<file path="config.mk">
export PLATFORM = sky130hd
export DESIGN_NAME = fp32_mul_unit
export DESIGN_NICKNAME = d
export VERILOG_FILES = /design/src/rtl/fpm_pkg.sv /design/src/rtl/fpm_unpack.sv /design/src/rtl/fpm_sig_round.sv /design/src/rtl/fpm_pack.sv /design/src/rtl/fp32_mul_unit.sv
export SDC_FILE = /design/constraint.sdc
export NUM_CORES = 2
export LEC_CHECK = 0
export ABC_AREA = 1
export CORE_AREA = 2 2 228 185
export CTS_BUF_LIST = sky130_fd_sc_hd__clkbuf_4
export DETAILED_ROUTE_END_ITERATION = 16
export DIE_AREA = 0 0 230 187
export PLACE_DENSITY = 0.89
export SLEW_MARGIN = 20
export SYNTH_ARGS = -nofsm -noshare
export SYNTH_HDL_FRONTEND = slang
export SYNTH_SLANG_ARGS = --single-unit
</file>
<file path="constraint.sdc">
create_clock -name clk -period 0.8 [get_ports clk]
set_input_delay 0.12 -clock clk [delete_from_list [all_inputs] [get_ports clk]]
set_output_delay 0.12 -clock clk [all_outputs]
set_load 0.02 [all_outputs]
</file>
<file path="src/rtl/fpm_pkg.sv">
`timescale 1ns/1ps
package fpm_pkg;
  typedef struct packed {
    logic zero;
    logic inf;
    logic nan;
  } fpm_class_t;

  typedef enum logic [1:0] {
    SEL_NUM  = 2'd0,
    SEL_ZERO = 2'd1,
    SEL_INF  = 2'd2,
    SEL_QNAN = 2'd3
  } fpm_sel_e;
endpackage

</file>
<file path="src/rtl/fpm_unpack.sv">
`timescale 1ns/1ps
module fpm_unpack #(
  parameter int EXP_W  = 8,
  parameter int FRAC_W = 23
) (
  input  logic [EXP_W+FRAC_W:0] op,
  output logic                  sgn,
  output logic [EXP_W-1:0]      exp,
  output logic [FRAC_W:0]       sig,
  output fpm_pkg::fpm_class_t   cls
);
  localparam int W = 1 + EXP_W + FRAC_W;

  logic [FRAC_W-1:0] frac;

  always_comb begin
    sgn      = op[W-1];
    exp      = op[W-2 -: EXP_W];
    frac     = op[FRAC_W-1:0];
    sig      = {1'b1, frac};
    cls.zero = (exp == '0);
    cls.inf  = (&exp) && (frac == '0);
    cls.nan  = (&exp) && (|frac);
  end
endmodule

</file>
<file path="src/rtl/fpm_sig_round.sv">
`timescale 1ns/1ps
module fpm_sig_round #(
  parameter int FRAC_W = 23
) (
  input  logic [FRAC_W:0]   sig_a,
  input  logic [FRAC_W:0]   sig_b,
  output logic [FRAC_W-1:0] frac,
  output logic [1:0]        exp_adj
);
  localparam int SW = FRAC_W + 1;
  localparam int PW = 2 * SW;

  logic [PW-1:0] prod;
  logic          hi;
  logic [SW-1:0] keep;
  logic          guard;
  logic          sticky;
  logic          rnd;
  logic [SW:0]   sum;
  logic          carry;

  always_comb begin
    prod   = PW'(sig_a) * PW'(sig_b);
    hi     = prod[PW-1];
    keep   = hi ? prod[PW-1 -: SW] : prod[PW-2 -: SW];
    guard  = hi ? prod[PW-1-SW] : prod[PW-2-SW];
    sticky = hi ? (|prod[PW-2-SW:0]) : (|prod[PW-3-SW:0]);
    rnd    = guard & (sticky | keep[0]);
    sum    = {1'b0, keep} + {{SW{1'b0}}, rnd};
    carry  = sum[SW];
    frac   = carry ? sum[SW-1:1] : sum[SW-2:0];
    exp_adj = {1'b0, hi} + {1'b0, carry};
  end
endmodule

</file>
<file path="src/rtl/fpm_pack.sv">
`timescale 1ns/1ps
module fpm_pack #(
  parameter int EXP_W  = 8,
  parameter int FRAC_W = 23
) (
  input  logic                  sgn,
  input  logic [EXP_W-1:0]      exp_a,
  input  logic [EXP_W-1:0]      exp_b,
  input  logic [1:0]            exp_adj,
  input  logic [FRAC_W-1:0]     frac,
  output logic [EXP_W+FRAC_W:0] res,
  output logic                  ovf,
  output logic                  unf
);
  localparam int EW2  = EXP_W + 2;
  localparam int BIAS = (1 << (EXP_W - 1)) - 1;
  localparam int EMAX = (1 << EXP_W) - 1;
  localparam logic signed [EW2-1:0] BIAS_S = EW2'(BIAS);
  localparam logic signed [EW2-1:0] EMAX_S = EW2'(EMAX);

  logic signed [EW2-1:0] e_fin;

  always_comb begin
    e_fin = $signed({2'b00, exp_a}) + $signed({2'b00, exp_b})
          + $signed({{EXP_W{1'b0}}, exp_adj}) - BIAS_S;
    ovf   = !e_fin[EW2-1] && (e_fin >= EMAX_S);
    unf   = e_fin[EW2-1] || (e_fin == '0);
    if (ovf)      res = {sgn, {EXP_W{1'b1}}, {FRAC_W{1'b0}}};
    else if (unf) res = {sgn, {(EXP_W+FRAC_W){1'b0}}};
    else          res = {sgn, e_fin[EXP_W-1:0], frac};
  end
endmodule

</file>
<file path="src/rtl/fp32_mul_unit.sv">
`timescale 1ns/1ps
module fp32_mul_unit #(
  parameter int EXP_W  = 8,
  parameter int FRAC_W = 23
) (
  input  logic                     clk,
  input  logic                     rst_n,
  input  logic [EXP_W+FRAC_W:0]    op_a,
  input  logic [EXP_W+FRAC_W:0]    op_b,
  output logic [EXP_W+FRAC_W:0]    prod_o,
  output logic                     ovf_o,
  output logic                     unf_o,
  output logic                     inv_o
);
  import fpm_pkg::*;

  localparam int W = 1 + EXP_W + FRAC_W;
  localparam logic [W-1:0] QNAN = {1'b0, {EXP_W{1'b1}}, 1'b1, {(FRAC_W-1){1'b0}}};

  logic             sa, sb, s_res;
  logic [EXP_W-1:0] ea, eb;
  logic [FRAC_W:0]  ma, mb;
  fpm_class_t       ca, cb;
  logic [FRAC_W-1:0] frac_r;
  logic [1:0]       adj;
  logic [W-1:0]     num_res;
  logic             num_ovf, num_unf;
  fpm_sel_e         sel;
  logic             inv_d, ovf_d, unf_d;
  logic [W-1:0]     res_d;

  fpm_unpack #(.EXP_W(EXP_W), .FRAC_W(FRAC_W)) u_unp_a (
    .op(op_a), .sgn(sa), .exp(ea), .sig(ma), .cls(ca));
  fpm_unpack #(.EXP_W(EXP_W), .FRAC_W(FRAC_W)) u_unp_b (
    .op(op_b), .sgn(sb), .exp(eb), .sig(mb), .cls(cb));

  fpm_sig_round #(.FRAC_W(FRAC_W)) u_sig (
    .sig_a(ma), .sig_b(mb), .frac(frac_r), .exp_adj(adj));

  fpm_pack #(.EXP_W(EXP_W), .FRAC_W(FRAC_W)) u_pack (
    .sgn(s_res), .exp_a(ea), .exp_b(eb), .exp_adj(adj), .frac(frac_r),
    .res(num_res), .ovf(num_ovf), .unf(num_unf));

  // special-case selection; NaN inputs win over zero-times-infinity
  always_comb begin
    s_res = sa ^ sb;
    sel   = SEL_NUM;
    inv_d = 1'b0;
    if (ca.nan || cb.nan) begin
      sel = SEL_QNAN;
    end else if ((ca.inf && cb.zero) || (ca.zero && cb.inf)) begin
      sel   = SEL_QNAN;
      inv_d = 1'b1;
    end else if (ca.inf || cb.inf) begin
      sel = SEL_INF;
    end else if (ca.zero || cb.zero) begin
      sel = SEL_ZERO;
    end
  end

  // next-state for the output register
  always_comb begin
    ovf_d = 1'b0;
    unf_d = 1'b0;
    unique case (sel)
      SEL_QNAN: res_d = QNAN;
      SEL_INF:  res_d = {s_res, {EXP_W{1'b1}}, {FRAC_W{1'b0}}};
      SEL_ZERO: res_d = {s_res, {(W-1){1'b0}}};
      default: begin
        res_d = num_res;
        ovf_d = num_ovf;
        unf_d = num_unf;
      end
    endcase
  end

  always_ff @(posedge clk or negedge rst_n) begin
    if (!rst_n) begin
      prod_o <= '0;
      ovf_o  <= 1'b0;
      unf_o  <= 1'b0;
      inv_o  <= 1'b0;
    end else begin
      prod_o <= res_d;
      ovf_o  <= ovf_d;
      unf_o  <= unf_d;
      inv_o  <= inv_d;
    end
  end
endmodule

</file>
==> results of run 1 <==
-- per-layer routing --
layer	global-route usage	overflow
met5	0.533	1
met4	0.644	57
met3	0.672	2
met2	0.858	81
met1	0.722	6
-- cell usage after synthesis (all sizes together) --
| master | number | area share |
|---|---|---|
| fa | 484 | 0.41 |
| nand2 | 1017 | 0.17 |
| and3 | 2 | 0.00052 |
| nor4 | 17 | 0.0045 |
| o22ai | 1 | 0.00026 |
| clkbuf | 102 | 0.016 |
| o21ai | 28 | 0.0065 |
| ha | 184 | 0.097 |
| or2 | 9 | 0.0024 |
| a21o | 3 | 0.00094 |
| nand3 | 92 | 0.020 |
| a31oi | 1 | 0.00026 |
| nand2b | 1 | 0.00026 |
| o211ai | 1 | 0.00032 |
| xor2 | 25 | 0.0092 |
| buf | 5 | 0.0025 |
| and2 | 7 | 0.0018 |
| inv | 1072 | 0.17 |
| nor3 | 9 | 0.0028 |
| a21boi | 1 | 0.00032 |
| o21bai | 8 | 0.0025 |
| nand3b | 2 | 0.00063 |
| dfrtp | 35 | 0.037 |
| o21a | 2 | 0.00063 |
| a2111oi | 1 | 0.00037 |
| nor2 | 132 | 0.024 |
| xnor2 | 18 | 0.0066 |
| nand4 | 25 | 0.0083 |
| a21oi | 58 | 0.014 |
-- through the flow --
step / instance area (um2) / hold slack (ns) / TNS, ns / setup WS [ns]
after floorplan: 24300 / -0.176 / -256.61 / -7.88
after global placement: 29300 / 0.501 / -287.08 / -8.46
after detailed placement: 29300 / 0.510 / -296.70 / -8.76
after CTS: 31500 / 0.123 / -268.77 / -7.93
-- cell families after synthesis --
group / share of synthesized area
and+or+nand+nor: 0.230
buffers and inverters: 0.187
AOI/OAI and AO/OA: 0.0265
DFF: 0.0367
adders and majority gates: 0.503
xor gates and xnor gates: 0.0158
-- repair_timing --
action | CTS
gates resized for setup | 589
gates cloned | 27
pin swaps | 127
endpoints found under the setup margin | 70
buffers inserted | 85
==> impl_metrics.py, run 1 <==
metrics = {
    "clocking": {
        "clockBufferDepth": 2,
        "cts_hold_buf": 0,
        "cts_root_buf": "clkbuf_4",
        "htree_levels": 2,
        "clock-sinks": 35,
        "cts_buffers": 5,
    },
    "synthesis": {
        "synthCells": 3342,
        "ys_ff_latch": 35,
        "synth_seq_area_share": 0.0367,
        "syn_nets": 4076,
        "ys.warnings.count": 0,
        "syn_area_um2": 23800,
        "synth_cell_type_count": 47,
        "syn_avg_cell_area_um2": 7.13,
    },
    "sta": {
        "endpoint_type": "register data pin",
        "grt-worst-endpoint": "prod_o[2]$_DFF_PN0_/D",
    },
    "floorplan": {
        "start_util": 0.580,
        "die_h_um": 187,
        "die_w_um": 230,
        "rows": 67,
        "io_pins": 101,
    },
    "run_status": {
        "failed_stage": "global routing",
        "firstError": "[ERROR GRT-0232] Routing congestion too high. Check the congestion heatmap in the GUI.",
        "status": "stopped before the end",
    },
    "global_route": {
        "gr-total-overflow": 147,
        "grt_max_degree": 36,
        "grt_usage": 0.734,
    },
    "placement": {
        "dp_cells": 4347,
        "gp_congestion": 0.984,
        "hpwl_um": 63000,
        "port-buffer-count": 100,
    },
}
==> run 2: changes to the inputs <==
- CORE_AREA: 2 2 228 185 -> 2 2 248 250
- CTS_BUF_LIST: sky130_fd_sc_hd__clkbuf_4 -> default
- DIE_AREA: 0 0 230 187 -> 0 0 250 252
- PLACE_DENSITY: 0.89 -> default
- PLACE_DENSITY_LB_ADDON: default -> 0.15
- clock period: 0.8 -> 1 ns (I/O delays scaled with it)
==> impl_metrics.py, run 2 <==
metrics = {
    "run_status": {
        "status": "finished, violations left",
        "violations": "negative setup slack",
    },
    "global_route": {
        "grt_pass1_wl_um": 126000,
        "gr-total-overflow": 0,
        "grt_usage": 0.255,
        "grt_antenna_before_repair": 1,
        "grt_max_degree": 36,
        "grt_pass1_vias": 23262,
    },
    "floorplan": {
        "core-area_um2": 60100,
        "die_w_um": 250,
        "rows": 90,
        "die_area_um2": 63000,
        "die_h_um": 252,
        "start_util": 0.396,
        "io_pins": 101,
    },
    "finish": {
        "regArea_um2": 876,
        "multi_input_comb_area_um2": 20000,
        "drive_gt1_frac": 0.287,
        "area_growth_pct": 39.1,
        "largest_reg_flops": 32,
        "fin_area_um2": 33200,
        "layout_commonest_cell": "inv_1",
        "fillCellCount": 5737,
        "largest_register": "prod_o",
        "post-route-util": 0.551,
        "nets": 4713,
        "layout_common_cells": "inv_1 (993), nand2_1 (885), buf_4 (522), fa_1 (453), ha_1 (157)",
    },
    "placement": {
        "gp_congestion": 0.882,
        "port-buffer-count": 100,
        "hpwl_um": 59300,
        "placed_area_um2": 30000,
    },
    "drt": {
        "drc": 0,
        "vias": 21921,
        "wire_per_inst_um": 16.3,
        "avgViaCountPerCell": 4.60,
        "drt_iter0_drc": 1159,
        "postRouteAntennaNets": 0,
        "routed_wl_um": 77600,
        "dr.pass1.iters": 5,
    },
    "sta": {
        "fin_crit_ns": 8.67,
        "slew_headroom": 0.650,
        "rsz0062_at_grt": "yes",
        "min_period_over_period": 8.67,
        "drv_slew": 0,
        "max_freq_mhz": 115,
        "whs_ns": 0.237,
        "hold_viol": 0,
        "tns_ns": -251.78,
        "setup_viol": 35,
        "worst_pin_slew_ns": 0.520,
        "layout_setup_ws_ns": -7.67,
    },
    "clocking": {
        "cts_root_buf": "clkbuf_16",
        "cts_buffers": 5,
        "htree_levels": 2,
        "clkTransAtPathRegs_ns": 0.06,
        "cts_hold_buf": 0,
        "clock-sinks": 35,
        "clockBufferDepth": 2,
        "cts_tree": "built",
    },
    "critical_path": {
        "worstPathMaxFanout": 7,
        "cp_slowest_stage_delay_ns": 0.61,
        "cp-end-kind": "flip-flop",
        "endpoint": "prod_o[21]$_DFF_PN0_",
        "crit_arrival_ns": 8.87,
        "crit_slowest_cell": "fa_1",
        "critPathKind": "primary input to flip-flop",
        "cp_common_cell": "nand2_2",
        "startpoint": "op_b[11]",
        "critPathRequiredTime_ns": 1.20,
        "startpoint_type": "primary input",
    },
    "synthesis": {
        "ys.warnings.count": 0,
        "syn_avg_cell_area_um2": 7.13,
        "synth_seq_area_share": 0.0367,
        "ys_top_cells_by_count": "inv_1 (1,058), nand2_1 (990), fa_1 (484)",
        "synth_area_leader_cell": "fa_1",
        "syn_nets": 4076,
        "ys.flop_type": "dfrtp_1",
        "synthTopCellsByArea": "fa_1 (41%), inv_1 (17%), nand2_1 (16%)",
        "synthCells": 3342,
        "syn_area_um2": 23800,
        "synth_cell_type_count": 47,
        "ys_ff_latch": 35,
        "synthArstFlopShare": 1.00,
        "yosysTopAreaCellShare": 0.407,
        "synth_most_common_cell": "inv_1",
        "synth_edf_count": 0,
    },
    "worst_hold_path": {
        "hold_path.class": "primary input to async pin",
    },
    "job": {
        "drv_cap": 0,
    },
}
-- run 2: cell counts after synthesis --
Identical to the previous run, type by type.
-- run 2: worst min-delay path by stage --
stage	startpoint	end	cells past startpoint
floorplan	rst_n	inv_o$_DFF_PN0_	0
detailed placement	rst_n	prod_o[23]$_DFF_PN0_	2
global route	rst_n	prod_o[24]$_DFF_PN0_	2
global placement	rst_n	prod_o[31]$_DFF_PN0_	2
CTS	rst_n	prod_o[23]$_DFF_PN0_	2
finish	rst_n	prod_o[24]$_DFF_PN0_	2
-- run 2: layer usage --
layer / vias up / global-route usage / wire length [um]
li1: 10671 / - / -
met1: 10646 / 0.339 / 33300
met2: 460 / 0.451 / 38400
met3: 144 / 0.0177 / 3290
met4: 0 / 0.0674 / 2690
met5: - / 0 / 0
-- run 2: cell type report --
class | instances | share of cell area
antenna | 1 | 0.0000755
timing repair buffer | 736 | 0.215
clock inverter | 3 | 0.00132
tap | 782 | 0.0295
multi-input combinational | 2129 | 0.602
inverter | 1072 | 0.122
sequential | 35 | 0.0264
clock buffer | 5 | 0.00377
-- run 2: cell families after synthesis --
logic type / Yosys count / share of synthesized area
buffers and inverters: 1179 / 0.187
adder cells (fa/ha/maj): 668 / 0.503
flip-flops: 35 / 0.0367
XOR/XNOR: 43 / 0.0158
AO/OA/AOI/OAI: 104 / 0.0265
AND/OR/NAND/NOR: 1313 / 0.230
-- run 2: what timing repair did --
item                                    4_1_cts  5_1_grt
endpoints found under the setup margin       68       37
pin swaps                                   139      155
cloned                                       29        2
resized for setup                           522      305
setup buffers                                97       28
-- run 2: worst max-delay path: cells and delay by family --
kind                       cells  cell delay, ns
buffers and inverters         14            1.16
adders and majority gates     11            4.36
AOI/OAI and AO/OA              3            0.36
and+or+nand+nor               26            2.65
xor gates and xnor gates       1            0.17
-- run 2: through the flow --
| stage | setup slack (ns) | cells |
|---|---|---|
| 3_3_place_gp | -8.37 | 4602 |
| 6_report | -7.67 | 4763 |
| 4_1_cts | -7.70 | 4735 |
| 2_1_floorplan | -7.71 | 3342 |
| 3_5_place_dp | -8.43 | 4602 |
| 5_1_grt | -8.06 | 4762 |
Power of run 2 is left out: the tool's default activity adds up to more than one toggle a clock period on the data nets, which glitch-free logic cannot reach.
